==> src/rtl/esc_seq_pkg.sv <==
package esc_seq_pkg;

  // Strobes from control to datapath
  typedef struct packed {
    logic idleClear;
    logic runClear;
    logic runStart;
    logic runInc;
  } ctrlStrobes_t;

  // Comparison results from datapath to control
  typedef struct packed {
    logic isTarget;
    logic runActive;
    logic runMet;
    logic preOk;
    logic gapOk;
    logic postOk;
  } dpStatus_t;

endpackage

==> src/rtl/esc_seq_datapath.sv <==
module esc_seq_datapath
  import esc_seq_pkg::*;
#(
  parameter int DATA_W  = 8,
  parameter int COUNT_W = 8,
  parameter int TIMER_W = 16
) (
  input  logic               clk,
  input  logic               rstN,
  input  ctrlStrobes_t       strobes,
  input  logic               bitTick,
  input  logic [DATA_W-1:0]  chrData,
  input  logic [DATA_W-1:0]  cfgChar,
  input  logic [COUNT_W-1:0] cfgCount,
  input  logic [TIMER_W-1:0] cfgGap,
  input  logic [TIMER_W-1:0] cfgPreIdle,
  input  logic [TIMER_W-1:0] cfgPostIdle,
  output dpStatus_t          status
);

  localparam logic [TIMER_W-1:0] IDLE_MAX = {TIMER_W{1'b1}};
  localparam logic [COUNT_W-1:0] RUN_MAX  = {COUNT_W{1'b1}};
  localparam logic [COUNT_W-1:0] RUN_ONE  = COUNT_W'(1);

  logic [TIMER_W-1:0] idleCnt;
  logic [COUNT_W-1:0] runCnt;
  logic [COUNT_W-1:0] countNeed;

  // Ticks since the last received character, saturating
  always_ff @(posedge clk) begin
    if (!rstN)                              idleCnt <= '0;
    else if (strobes.idleClear)             idleCnt <= '0;
    else if (bitTick && idleCnt != IDLE_MAX) idleCnt <= idleCnt + 1'b1;
  end

  // Accepted target characters in the current run, saturating
  always_ff @(posedge clk) begin
    if (!rstN)                                  runCnt <= '0;
    else if (strobes.runClear)                  runCnt <= '0;
    else if (strobes.runStart)                  runCnt <= RUN_ONE;
    else if (strobes.runInc && runCnt != RUN_MAX) runCnt <= runCnt + 1'b1;
  end

  assign countNeed = (cfgCount == '0) ? RUN_ONE : cfgCount;

  always_comb begin
    status.isTarget  = (chrData == cfgChar);
    status.runActive = (runCnt != '0);
    status.runMet    = (runCnt >= countNeed);
    status.preOk     = (idleCnt >= cfgPreIdle);
    status.gapOk     = (cfgGap == '0) || (idleCnt < cfgGap);
    status.postOk    = (idleCnt >= cfgPostIdle);
  end

endmodule

==> src/rtl/esc_seq_control.sv <==
module esc_seq_control
  import esc_seq_pkg::*;
(
  input  logic         clk,
  input  logic         rstN,
  input  logic         chrValid,
  input  dpStatus_t    status,
  output ctrlStrobes_t strobes,
  output logic         detectPulse
);

  logic fire;

  // A character in the same cycle takes priority over a detection
  assign fire = status.runActive && status.runMet && status.postOk && !chrValid;

  always_comb begin
    strobes = '0;
    strobes.idleClear = chrValid;
    if (chrValid) begin
      if (status.isTarget) begin
        if (status.runActive && status.gapOk) strobes.runInc   = 1'b1;
        else if (status.preOk)                strobes.runStart = 1'b1;
        else                                  strobes.runClear = 1'b1;
      end else begin
        strobes.runClear = 1'b1;
      end
    end else if (fire) begin
      strobes.runClear = 1'b1;
    end
  end

  always_ff @(posedge clk) begin
    if (!rstN) detectPulse <= 1'b0;
    else       detectPulse <= fire;
  end

endmodule

==> src/rtl/esc_seq_detect.sv <==
module esc_seq_detect
  import esc_seq_pkg::*;
#(
  parameter int DATA_W  = 8,
  parameter int COUNT_W = 8,
  parameter int TIMER_W = 16
) (
  input  logic               clk,
  input  logic               rstN,
  input  logic               chrValid,
  input  logic [DATA_W-1:0]  chrData,
  input  logic               bitTick,
  input  logic [DATA_W-1:0]  cfgChar,
  input  logic [COUNT_W-1:0] cfgCount,
  input  logic [TIMER_W-1:0] cfgGap,
  input  logic [TIMER_W-1:0] cfgPreIdle,
  input  logic [TIMER_W-1:0] cfgPostIdle,
  output logic               detectPulse
);

  ctrlStrobes_t strobes;
  dpStatus_t    status;

  esc_seq_datapath #(
    .DATA_W(DATA_W), .COUNT_W(COUNT_W), .TIMER_W(TIMER_W)
  ) i_datapath (
    .clk(clk), .rstN(rstN), .strobes(strobes), .bitTick(bitTick),
    .chrData(chrData), .cfgChar(cfgChar), .cfgCount(cfgCount),
    .cfgGap(cfgGap), .cfgPreIdle(cfgPreIdle), .cfgPostIdle(cfgPostIdle),
    .status(status)
  );

  esc_seq_control i_control (
    .clk(clk), .rstN(rstN), .chrValid(chrValid), .status(status),
    .strobes(strobes), .detectPulse(detectPulse)
  );

endmodule

==> config.mk <==
export PLATFORM = sky130hd
export DESIGN_NAME = esc_seq_detect
export DESIGN_NICKNAME = d
export VERILOG_FILES = /design/src/rtl/esc_seq_pkg.sv /design/src/rtl/esc_seq_datapath.sv /design/src/rtl/esc_seq_control.sv /design/src/rtl/esc_seq_detect.sv
export SDC_FILE = /design/constraint.sdc
export NUM_CORES = 1
export LEC_CHECK = 0
export BUFFER_PORTS_ARGS = -buffer_cell sky130_fd_sc_hd__buf_2
export CORE_ASPECT_RATIO = 1.75
export CORE_MARGIN = 2
export CORE_UTILIZATION = 50
export DETAILED_ROUTE_END_ITERATION = 12
export PLACE_DENSITY = 0.77
export SYNTH_ARGS = -nofsm -noshare
export SYNTH_HDL_FRONTEND = slang
export SYNTH_SLANG_ARGS = --single-unit
==> constraint.sdc <==
create_clock -name clk -period 2.73 [get_ports clk]
set_input_delay 0.273 -clock clk [delete_from_list [all_inputs] [get_ports clk]]
set_output_delay 0.273 -clock clk [all_outputs]
set_load 0.02 [all_outputs]
==> results.ini <==
[run_status]
outcome = completed

[layout]
diodes = 0
nNetsFinal = 573
drive_gt1_share_pct = 22.83
final.fill_count = 468
seq_area_um2 = 503.0
syn2layout_area_growth_pct = 20.53
final_cells = 493
multi_input_area_mm2 = 0.001993

[detailed_routing]
drc = 0
via_per_inst = 5.738
ant_nets = 0
routed_wirelength_mm = 7.248
drt_first_pass_iters = 4
wl_per_cell_um = 14.70
drt_iter0_markers = 134
vias = 2829

[clock_network]
ctsHoldBuffers = 0
htree_levels = 1
numCtsBuffers = 3
clockRootBuffer = clkbuf_8
cts_tree = built
cts_sinks = 25
clk_latency_ns = 0.28
clk_pin_slew_ns = 0.10
cts_max_path_buffers = 2

[worst_setup_path]
path_max_fanout = 7
critPathCaptureType = register
critical_path_arrival_ns = 2.73
crit_slowest_cell = or4b_1
worstSetupStartpointType = register
cpPeakStageDelay_ns = 0.44
cp_cell_sequence = inv_1 -> ha_1 -> or4b_1 -> nor4_2 -> nor4_1 -> o2111ai_2 -> a21boi_0 -> o211ai_2 -> o21ba_2
required_ns = 2.90
crit_buf_inv = 1
setup.worst_path.class = register to register
path_delay_family = compound AO/OA/AOI/OAI gates

[synthesis]
yosysWarningCount = 0
synth_edf_count = 0
syn_inst = 351
ys_ff_latch = 25
ys_seq_area_share_pct = 18.33
synth_cell_types = 44
syn-cell-area_mm2 = 0.002730
ys_async_sr_fraction_pct = 0
syn_avg_cell_area_um2 = 7.778
synth_fp_nets = 485
dominantRegCellSynth = dfxtp_1

[timing]
fin_hold_ws_ns = 0.2432
setup_viol = 0
relSlewSlack_pct = 61.87
setup_tns_ns = 0
timing.final.crit_share_pct = 93.64
hold_viol = 0
fin_skew_ns = 0.01334
rsz0062_at_grt = false
fin_crit_ns = 2.556
maxSlewViolCount = 0
tightest_slew_ns = 0.5705
max_clock_freq_mhz = 391.2

[global_route]
overflow = 0
grt_usage_pct = 25.62
grt_max_degree = 17
grt_pass1_vias = 2770
grt_pass1_wl_mm = 12.07
grt_antenna_before_repair = 0

[floorplanning]
die_w_um = 59.86
pin_count = 77
die-area_mm2 = 0.006091
start_util_pct = 51.95
dieHeight_um = 101.8
row_count = 35
core_mm2 = 0.005255

[power_and_ir_drop]
p_leak_nw = 1.735
p_per_area_mw_per_mm2 = 231.9
peakVddDrop_mv = 0.1945
p_total_mw = 0.7631

[hold_path]
hp-class = input port to register

[placed_design]
port_buffers = 76
gp_congestion = 0.9806
dp_cells = 489
place.detailed.hpwl_mm = 6.084

[flow_run]
max-cap-violations = 0

-- cell type report --
cell class | count | area share [%]
clock buffers | 3 | 1.255
clock inverters | 1 | 0.2281
inverters | 61 | 6.958
multi-input cells | 263 | 60.57
flip-flops and latches | 25 | 15.29
well taps | 55 | 2.091
repair buffers | 85 | 13.61
-- power breakdown --
group | switching [mW] | leakage [nW] | internal (mW)
registers | 0.00127 | 0.202 | 0.365
clock network | 0.130 | 0.0217 | 0.104
logic | 0.0817 | 1.51 | 0.0816
total | 0.212 | 1.74 | 0.551
-- cells in the final DEF (no fill, tap or decap), types with 2 or more instances in the layout --
cell type / instances
a221o_1: 2
nand3_1: 12
a21oi_1: 22
a31o_2: 2
nand4_1: 15
xor2_1: 7
o31ai_1: 2
o21ai_0: 10
and2_1: 4
inv_1: 61
clkbuf_8: 3
buf_2: 76
dfxtp_1: 23
and4_1: 3
a31oi_1: 3
nor2_1: 24
xnor2_1: 15
nand2_1: 18
nor2b_1: 2
ha_1: 58
nand2b_1: 5
dfxtp_2: 2
a21o_1: 6
or3_1: 4
or4_1: 2
nor3_1: 7
buf_4: 9
o211ai_1: 5
nor4_1: 9
a211oi_1: 5
and3_1: 5
-- timing repair --
item | CTS | global route
resized for setup | 0 | 2
endpoints found under the setup margin | 0 | 2
buffers inserted | 0 | 0
-- cell usage after synthesis, drive strengths merged, types with 3 or more instances --
library cell	count	area, µm²
a31oi	3	18.77
nand2b	5	31.28
or3	4	25.02
o211ai	6	50.05
nand3	12	60.06
xor2	7	61.31
xnor2	15	131.4
inv	61	229.0
nor2	24	90.09
dfxtp	25	500.5
ha	58	725.7
a21oi	22	110.1
and3	5	31.28
a211oi	6	50.05
a21o	6	45.04
nand4	15	93.84
o21ai	10	50.05
nor4	10	68.81
nor3	7	35.03
nand2	18	67.56
and4	3	26.28
and2	5	33.78
-- cells by family (layout without fill, tap and decap cells) --
family | Yosys count | after routing | share of synthesized area [%]
AND/OR/NAND/NOR | 115 | 115 | 22.46
AO/OA/AOI/OAI | 67 | 67 | 16.55
buffers and inverters | 63 | 150 | 8.662
adder cells (fa/ha/maj) | 58 | 58 | 26.58
flip-flops | 25 | 25 | 18.33
XOR/XNOR | 22 | 22 | 7.058
multiplexers | 1 | 1 | 0.3667
-- worst register-to-register path: stages, from the launching register on --
cell	delay (ns)
dfxtp_1	0.37
inv_1	0.17
ha_1	0.16
or4b_1	0.44
nor4_2	0.28
nor4_1	0.12
o2111ai_2	0.16
a21boi_0	0.17
o211ai_2	0.35
o21ba_2	0.22
-- per-layer routing --
layer | global-route usage (%) | wire [µm] | share of wire [%]
met1 | 27.14 | 2736 | 38
met3 | 1.788 | 262 | 3.6
met2 | 49.00 | 3956 | 55
met5 | 0 | 0 | 0
met4 | 11.28 | 294 | 4.1
-- registers in the layout, indices dropped and copies added (netlist names) --
register and flops:
i_datapath.runCnt 8, i_control.detectPulse 1, i_datapath.idleCnt 16
-- final timing paths --
| check | startpoint | endpoint | slack [ns] | cells after the start |
|---|---|---|---|---|
| max | i_datapath.runCnt[0] | i_datapath.runCnt[5] | 0.17 | 9 |
| min | rstN | i_control.detectPulse | 0.24 | 3 |
| max reg2reg | i_datapath.runCnt[0] | i_datapath.runCnt[5] | 0.17 | 9 |
| min reg2reg | i_datapath.runCnt[4] | i_datapath.runCnt[4] | 0.55 | 2 |
-- metrics by stage --
stage | setup slack (ns) | util, % | area, µm²
finish | 0.1735 | 62.62 | 3291
global route | 0.03372 | 62.62 | 3291
CTS | 0.1373 | 62.57 | 3288
detailed placement | 0.1877 | 61.64 | 3239
global placement | 0.2094 | 61.64 | 3239
floorplan | 0.3775 | - | 2730
Note: power is estimated with default switching activity, not from simulation.
